[config.mk]
export PLATFORM = sky130hd
export DESIGN_NAME = wave_timer
export DESIGN_NICKNAME = d
export VERILOG_FILES = /design/src/rtl/wtimer_pkg.sv /design/src/rtl/wt_counter.sv /design/src/rtl/wt_compare.sv /design/src/rtl/wt_wavegen.sv /design/src/rtl/wave_timer.sv
export SDC_FILE = /design/constraint.sdc
export NUM_CORES = 1
export LEC_CHECK = 0
export CORE_MARGIN = 5
export CORE_UTILIZATION = 50
export CTS_BUF_LIST = sky130_fd_sc_hd__clkbuf_4 sky130_fd_sc_hd__clkbuf_8 sky130_fd_sc_hd__clkbuf_16
export CTS_CLUSTER_SIZE = 14
export DETAILED_ROUTE_END_ITERATION = 6
export GPL_TIMING_DRIVEN = 0
export PLACE_DENSITY = 0.85
export SLEW_MARGIN = 25
export SYNTH_ARGS = -nofsm -noshare
export SYNTH_HDL_FRONTEND = slang
export SYNTH_SLANG_ARGS = --single-unit
[constraint.sdc]
create_clock -name clk -period 2.6 [get_ports clk]
set_clock_uncertainty 0.2 [all_clocks]
set_input_delay 0.52 -clock clk [delete_from_list [all_inputs] [get_ports clk]]
set_output_delay 0.52 -clock clk [all_outputs]
set_load 0.02 [all_outputs]
[src/rtl/wtimer_pkg.sv]
package wtimer_pkg;

    typedef enum logic [1:0] {
        WM_FREE  = 2'b00,
        WM_DUAL  = 2'b01,
        WM_CLEAR = 2'b10,
        WM_FAST  = 2'b11
    } wmode_e;

    typedef enum logic [1:0] {
        OM_OFF    = 2'b00,
        OM_TOGGLE = 2'b01,
        OM_LOW    = 2'b10,
        OM_HIGH   = 2'b11
    } omode_e;

    typedef struct packed {
        logic       strobe;
        logic       mode_lo;
        logic [1:0] om;
        logic       mode_hi;
        logic [2:0] csel;
    } ctl_t;

    function automatic wmode_e mode_of(ctl_t c);
        return wmode_e'({c.mode_hi, c.mode_lo});
    endfunction

    function automatic logic is_pwm(wmode_e m);
        return (m == WM_DUAL) || (m == WM_FAST);
    endfunction

endpackage

[src/rtl/wt_counter.sv]
module wt_counter
    import wtimer_pkg::*;
#(
    parameter int W = 8
) (
    input  logic         clk,
    input  logic         rst,
    input  logic         step,
    input  wmode_e       mode,
    input  logic [W-1:0] top_val,
    output logic [W-1:0] cnt,
    output logic         down
);
    localparam logic [W-1:0] MAX  = {W{1'b1}};
    localparam logic [W-1:0] ONE  = {{(W-1){1'b0}}, 1'b1};
    localparam logic [W-1:0] ZERO = '0;

    always_ff @(posedge clk) begin
        if (rst) begin
            cnt  <= ZERO;
            down <= 1'b0;
        end else begin
            if (mode != WM_DUAL) down <= 1'b0;
            if (step) begin
                case (mode)
                    WM_DUAL: begin
                        if (!down) begin
                            if (cnt == MAX) begin
                                down <= 1'b1;
                                cnt  <= MAX - ONE;
                            end else begin
                                cnt <= cnt + ONE;
                            end
                        end else if (cnt == ZERO) begin
                            down <= 1'b0;
                            cnt  <= ONE;
                        end else begin
                            cnt <= cnt - ONE;
                        end
                    end
                    WM_CLEAR: cnt <= (cnt == top_val) ? ZERO : cnt + ONE;
                    default:  cnt <= cnt + ONE;
                endcase
            end
        end
    end

    assert_hold_R5: assert property (@(posedge clk) disable iff (rst)
        !step |=> cnt == $past(cnt));

    assert_clear_R3: assert property (@(posedge clk) disable iff (rst)
        (step && mode == WM_CLEAR && cnt == top_val) |=> cnt == ZERO);

    assert_turn_R4: assert property (@(posedge clk) disable iff (rst)
        (step && mode == WM_DUAL && !down && cnt == MAX) |=> (down && cnt == MAX - ONE));

endmodule

[src/rtl/wt_compare.sv]
module wt_compare
    import wtimer_pkg::*;
#(
    parameter int W = 8
) (
    input  logic         clk,
    input  logic         rst,
    input  logic         wr,
    input  logic [W-1:0] wdata,
    input  wmode_e       mode,
    input  logic         step,
    input  logic [W-1:0] cnt,
    output logic [W-1:0] staged,
    output logic [W-1:0] active,
    output logic         match
);
    localparam logic [W-1:0] MAX = {W{1'b1}};

    logic pwm;
    logic load_pt;

    assign pwm     = is_pwm(mode);
    assign load_pt = step && (cnt == MAX);
    assign match   = step && (cnt == active);

    always_ff @(posedge clk) begin
        if (rst) begin
            staged <= '0;
            active <= '0;
        end else begin
            if (wr) staged <= wdata;
            if (!pwm && wr)        active <= wdata;
            else if (pwm && load_pt) active <= staged;
        end
    end

    assert_staged_R6: assert property (@(posedge clk) disable iff (rst)
        (pwm && !load_pt) |=> active == $past(active));

    assert_direct_R6: assert property (@(posedge clk) disable iff (rst)
        (!pwm && wr) |=> active == $past(wdata));

endmodule

[src/rtl/wt_wavegen.sv]
module wt_wavegen
    import wtimer_pkg::*;
#(
    parameter int W = 8
) (
    input  logic         clk,
    input  logic         rst,
    input  wmode_e       mode,
    input  omode_e       om,
    input  logic         step,
    input  logic [W-1:0] cnt,
    input  logic         down,
    input  logic         match,
    input  logic         force_req,
    input  omode_e       force_om,
    output logic         wave
);
    localparam logic [W-1:0] MAX = {W{1'b1}};

    logic bottom;
    assign bottom = step && (cnt == MAX);

    function automatic logic apply_om(omode_e o, logic cur);
        case (o)
            OM_TOGGLE: return ~cur;
            OM_LOW:    return 1'b0;
            OM_HIGH:   return 1'b1;
            default:   return cur;
        endcase
    endfunction

    always_ff @(posedge clk) begin
        if (rst) begin
            wave <= 1'b0;
        end else if (force_req) begin
            wave <= apply_om(force_om, wave);
        end else begin
            case (mode)
                WM_FAST: begin
                    if (om == OM_LOW) begin
                        if (bottom)     wave <= 1'b1;
                        else if (match) wave <= 1'b0;
                    end else if (om == OM_HIGH) begin
                        if (bottom)     wave <= 1'b0;
                        else if (match) wave <= 1'b1;
                    end
                end
                WM_DUAL: begin
                    if (match && om == OM_LOW)  wave <= down;
                    if (match && om == OM_HIGH) wave <= ~down;
                end
                default: begin
                    if (match) wave <= apply_om(om, wave);
                end
            endcase
        end
    end

    assert_force_hi_R12: assert property (@(posedge clk) disable iff (rst)
        (force_req && force_om == OM_HIGH) |=> wave);

    assert_force_lo_R12: assert property (@(posedge clk) disable iff (rst)
        (force_req && force_om == OM_LOW) |=> !wave);

    assert_fast_bottom_R10: assert property (@(posedge clk) disable iff (rst)
        (!force_req && mode == WM_FAST && om == OM_LOW && bottom) |=> wave);

endmodule

[src/rtl/wave_timer.sv]
module wave_timer
    import wtimer_pkg::*;
#(
    parameter int W = 8
) (
    input  logic         clk,
    input  logic         rst,
    input  logic         tick,
    input  logic         ctl_we,
    input  logic [7:0]   ctl_wdata,
    output logic [7:0]   ctl_q,
    input  logic         cmp_we,
    input  logic [W-1:0] cmp_wdata,
    output logic [W-1:0] cmp_q,
    input  logic         flag_clr_we,
    input  logic [1:0]   flag_clr,
    output logic [W-1:0] count_q,
    output logic         ovf_flag,
    output logic         match_flag,
    output logic         wave_out,
    output logic         wave_en
);
    localparam logic [W-1:0] MAX = {W{1'b1}};

    ctl_t   ctl;
    ctl_t   wr_ctl;
    wmode_e mode;
    omode_e om;
    logic   step;
    logic   down;
    logic   match;
    logic   ovf_ev;
    logic   force_req;
    logic [W-1:0] active;

    assign wr_ctl    = ctl_t'(ctl_wdata);
    assign mode      = mode_of(ctl);
    assign om        = omode_e'(ctl.om);
    assign step      = tick && (ctl.csel != 3'b000);
    assign force_req = ctl_we && wr_ctl.strobe && !is_pwm(mode_of(wr_ctl));
    assign ovf_ev    = step && ((mode == WM_DUAL) ? (count_q == '0) : (count_q == MAX));

    always_ff @(posedge clk) begin
        if (rst) begin
            ctl <= '0;
        end else if (ctl_we) begin
            ctl        <= wr_ctl;
            ctl.strobe <= 1'b0;
        end
    end

    always_ff @(posedge clk) begin
        if (rst) begin
            ovf_flag   <= 1'b0;
            match_flag <= 1'b0;
        end else begin
            if (ovf_ev)                         ovf_flag <= 1'b1;
            else if (flag_clr_we && flag_clr[0]) ovf_flag <= 1'b0;
            if (match)                          match_flag <= 1'b1;
            else if (flag_clr_we && flag_clr[1]) match_flag <= 1'b0;
        end
    end

    assign ctl_q   = ctl;
    assign wave_en = |ctl.om;

    wt_counter #(.W(W)) u_counter (
        .clk(clk), .rst(rst), .step(step), .mode(mode),
        .top_val(active), .cnt(count_q), .down(down)
    );

    wt_compare #(.W(W)) u_compare (
        .clk(clk), .rst(rst), .wr(cmp_we), .wdata(cmp_wdata), .mode(mode),
        .step(step), .cnt(count_q), .staged(cmp_q), .active(active), .match(match)
    );

    wt_wavegen #(.W(W)) u_wavegen (
        .clk(clk), .rst(rst), .mode(mode), .om(om), .step(step), .cnt(count_q),
        .down(down), .match(match), .force_req(force_req),
        .force_om(omode_e'(wr_ctl.om)), .wave(wave_out)
    );

    assert_ovf_set_R7: assert property (@(posedge clk) disable iff (rst)
        ovf_ev |=> ovf_flag);

    assert_match_set_R8: assert property (@(posedge clk) disable iff (rst)
        match |=> match_flag);

    assert_force_quiet_R12: assert property (@(posedge clk) disable iff (rst)
        (force_req && !match && !match_flag) |=> !match_flag);

    assert_strobe_zero_R1: assert property (@(posedge clk) disable iff (rst)
        ctl_we |=> !ctl_q[7]);

endmodule

==> results.txt, run 1 <==
The flow ran to the end, and the final reports show no timing, DRC or antenna violations. Clock latency reported for the late side of the worst-skew pair: 0.29 ns. The tools report the share of synthesized area occupied by flip-flops and latches as 0.3283. CTS saw 35 sinks. Counting I/O delays and the setup requirement, the final critical path takes 2.403 ns. After the first detailed-routing iteration, the DRC count stood at 240. TritonCTS built the clock tree. The tools report the post-layout total power as 1.391 mW.

Number of levels the H-tree was split into: 2. The worst min-delay path startpoint is match_flag$_SDFFE_PP0P_. Count of buffers inserted at the top-level ports: 47.

After detailed placement, the total cell area comes to 2668 µm². Pin slew with the least headroom to its limit: 0.8054 ns. The path with the worst hold slack has its endpoint at match_flag$_SDFFE_PP0P_. The repair_antennas step left the layout with diodes totalling 0. Number of buffers added by the clock tree synthesis step: 5. The routed wire length was 5314 µm; the worst-case clock buffer depth was 2.

Walking the worst path, the cells encountered are clkbuf_1 -> nand3_1 -> o21ai_0 -> o2111ai_2 -> nor4_1 -> a22oi_1 -> a21oi_1. The initial antenna violation count came out at 0. Across all register-to-register paths, the minimum setup slack is 0.20 ns. The gate count of the mapped netlist came out at 261.

The routed layout has 2064 vias. Instance count along the most critical hold path: 2. The kind of cell with the highest combined delay along the critical path is compound AO/OA/AOI/OAI gates. Hold repair after CTS inserted 0 buffers. The analysis attributes to cell leakage a power of 1.095 nW. For the maximum clock frequency, the log shows 416.2 MHz.

The peak supply drop is 0.3409 mV, and the via density per instance is 5.639. Synthesis produced a netlist with a net count of 292. The synthesized netlist occupies a cell area of 2135 µm².

For this design the top-level I/O count stands at 52. The number of rows in the core area is 23. The count of buffering cells on the critical path with inverters included is 1. The final routed DRC violation total was 0. For this run, the leading register cell type out of synthesis is sky130_fd_sc_hd__dfxtp_1.

Entering global routing, the biggest net connects 11 pins. Setup violations remaining at the end of the flow were counted as 0. The data arrival time at the worst-slack endpoint was 2.43 ns.

At the end of routability-driven placement, the weighted congestion stood at 0.9087. STA classifies the critical path endpoint as a register. The die is 75.34 µm tall.

Clock-pin slew was measured on the worst setup and hold paths at 0.07 ns. On the worst path, the slowest cell contributes a delay of 0.35 ns. Summed over all nets, the half-perimeter wirelength after detailed placement is 3975 µm. The depth of the worst register-to-register path works out to 7. The tools report the clock root buffer master as sky130_fd_sc_hd__clkbuf_8. The total non-filler cell area in the finished layout is 2773 µm². Destination of the worst register-to-register timing path: u_counter.cnt[3]$_SDFFE_PP0N_. sky130_fd_sc_hd__dfxtp_1 takes more of the synthesized area than any other cell. After the last flow step, the layout net total stands at 346. Yosys mapped a number of flops with a built-in enable equal to 0. The share of post-route cells with drive strength above 1 is 0.08228, and the register bit count reported by yosys is 35.

Number of warning messages in the yosys log: 0. The routed wire length per instance works out to 14.52 µm. Fraction of registers with async set or reset after synthesis: 0. Before antenna repair, the detailed router went through 4 iterations. Cell type of the slowest stage on the worst timing path: sky130_fd_sc_hd__o21ai_0. The largest fanout on the critical path was 9; the initial core utilization was 0.5261. The setup TNS after final layout came out at 0 ns. The synthesized area divided by synthesized cell count is 8.178 µm². The area overhead of the layout relative to synthesis was 29.89%. The number of max-capacitance violations reported was 0. For the final antenna-violating net count, the log shows 0.

The first global-routing pass estimated 8990 µm of wire. By startpoint and endpoint, the worst setup path is classified as register to register. For the area of the die, the log shows 5676 µm².

Summed over all layers, the global routing overflow is 0. For the distinct cell type count of the synthesized netlist, the log shows 51. The part of the cycle the worst path needs was 0.9240; the total core area was 4058 µm².

The run gives 2.63 ns as the worst endpoint required time. STA classifies the critical path startpoint as a register. The count of final max-slew check failures came out at 0. Sorting the synthesized cells by area gives the leading types as sky130_fd_sc_hd__dfxtp_1 33%, sky130_fd_sc_hd__mux2i_1 8.0%, sky130_fd_sc_hd__nor2_1 6.0%.

From left edge to right edge, the die measures 75.34 µm. The area fraction of the dominant cell type after synthesis is 0.3283, and the headroom to the max-slew limit is 0.4598. Setup repair after global routing left no endpoint under its margin. Overall global routing resource usage: 0.2033. The number of hold violations in the final report was 0; the power density over the cells was 501.7 nW/µm².

In this run the critical register-to-register path is launched from u_counter.cnt[6]$_SDFFE_PP0N_. The tightest min-delay check is of the register to register type. The number of global-route vias before repair was 1972.
-- synthesized netlist by cell type, drive strengths merged, types with 2 or more instances --
cell	instances
o31ai	3
nand2	24
xnor2	2
a311oi	3
nor3	11
nand3	13
nand4	2
o32ai	2
o211ai	2
a21o	2
xor2	9
a221oi	2
nor4	6
mux2	2
nor2	35
dfxtp	35
clkbuf	13
buf	6
o21ai	8
inv	10
a22oi	6
a21oi	15
and3	2
a211oi	2
mux2i	17
ha	7
nor4b	3
a31oi	4
-- per-stage QoR --
stage | util | hold WS (ns) | std cells | setup slack (ns)
5_1_grt | 0.6833 | 0.2848 | 366 | 0.01597
4_1_cts | 0.6830 | 0.2704 | 366 | 0.2218
3_3_place_gp | 0.6574 | 0.2478 | 358 | -0.01175
6_report | 0.6833 | 0.2641 | 366 | 0.1975
3_5_place_dp | 0.6574 | 0.2607 | 358 | -0.006497
2_1_floorplan | - | 0.2593 | 261 | 0.4046
-- layer usage --
layer	routed length [µm]	up-vias	GRT usage
met5	0	-	0
met4	58	0	0.05049
met3	357	5	0.05937
met2	2474	68	0.3279
met1	2424	953	0.2683
li1	-	1038	-
-- cells by family after synthesis --
| group | share of synthesized area |
|---|---|
| buffers and inverters | 0.06682 |
| adders and majority gates | 0.04103 |
| AOI/OAI and AO/OA | 0.1788 |
| and+or+nand+nor | 0.2480 |
| muxes | 0.09027 |
| xor gates and xnor gates | 0.04514 |
| other | 0.001757 |
| DFF | 0.3283 |
-- final cells by class --
class	instances	area [µm²]
Clock buffer	8	103.9
Sequential cell	35	700.7
Timing Repair Buffer	47	470.5
Inverter	10	37.54
Buffer	19	106.4
Tap cell	50	62.56
Multi-Input combinational cell	197	1291
Fill cell	341	1285
-- sequential cells by signal, indices dropped and copies added, names as in the netlist --
register / cells
u_counter.cnt: 8
match_flag: 1
u_compare.active: 8
om: 2
u_compare.staged: 8
u_wavegen.wave: 1
u_counter.down: 1
ctl_q: 5
ovf_flag: 1
-- power breakdown --
group / internal [mW] / total (mW) / switching (mW)
combinational: 0.162 / 0.346 / 0.184
sequential: 0.567 / 0.596 / 0.0296
clock: 0.252 / 0.449 / 0.197
total: 0.981 / 1.39 / 0.410
-- timing repair --
| item | in CTS | in global routing |
|---|---|---|
| resized for setup | 0 | 2 |
| endpoints found under the setup margin | 0 | 1 |
| buffers inserted | 0 | 0 |
-- worst min-delay path, delay by kind of cell (launching register included) --
kind	cells	cell delay, ns
flops	1	0.31
compound gates	1	0.05
simple gates	1	0.05
-- layout by cell type (no fill, tap or decap), drive strengths merged, types with 2 or more instances in the layout --
cell type and n:
clkdlybuf4s50 47, dfxtp 35, nor2 35, nand2 24
clkbuf 21, mux2i 17, a21oi 15, nand3 13
nor3 11, inv 10, xor2 9, o21ai 8
ha 7, a22oi 6, buf 6, nor4 6
a31oi 4, a311oi 3, nor4b 3, o31ai 3
a21o 2, o211ai 2, and3 2, xnor2 2
mux2 2, o32ai 2, a211oi 2, nand4 2
a221oi 2
-- how the worst max path moves through the flow --
stage	startpoint	to	slack, ns	cells past startpoint
2_1_floorplan	u_counter.cnt[6]$_SDFFE_PP0N_	u_counter.cnt[7]$_SDFFE_PP0N_	0.40	8
3_3_place_gp	tick	u_wavegen.wave$_SDFFE_PP0P_	-0.01	7
3_5_place_dp	tick	u_wavegen.wave$_SDFFE_PP0P_	-0.006	7
4_1_cts	u_counter.cnt[6]$_SDFFE_PP0N_	u_counter.cnt[7]$_SDFFE_PP0N_	0.22	8
5_1_grt	u_counter.cnt[6]$_SDFFE_PP0N_	u_counter.cnt[7]$_SDFFE_PP0N_	0.02	8
6_report	u_counter.cnt[6]$_SDFFE_PP0N_	u_counter.cnt[3]$_SDFFE_PP0N_	0.20	7
No activity file was read; power rests on OpenSTA's default activity.
==> run 2, diff against run 1 <==
--- a/config.mk
+++ b/config.mk
@@ -5,6 +5,7 @@
 export SDC_FILE = /design/constraint.sdc
 export NUM_CORES = 1
 export LEC_CHECK = 0
+export CAP_MARGIN = 10
 export CORE_MARGIN = 5
 export CORE_UTILIZATION = 50
 export CTS_BUF_LIST = sky130_fd_sc_hd__clkbuf_4 sky130_fd_sc_hd__clkbuf_8 sky130_fd_sc_hd__clkbuf_16
==> results of run 2 <==
Final layout, timing and power as in run 1 (identical DEF).
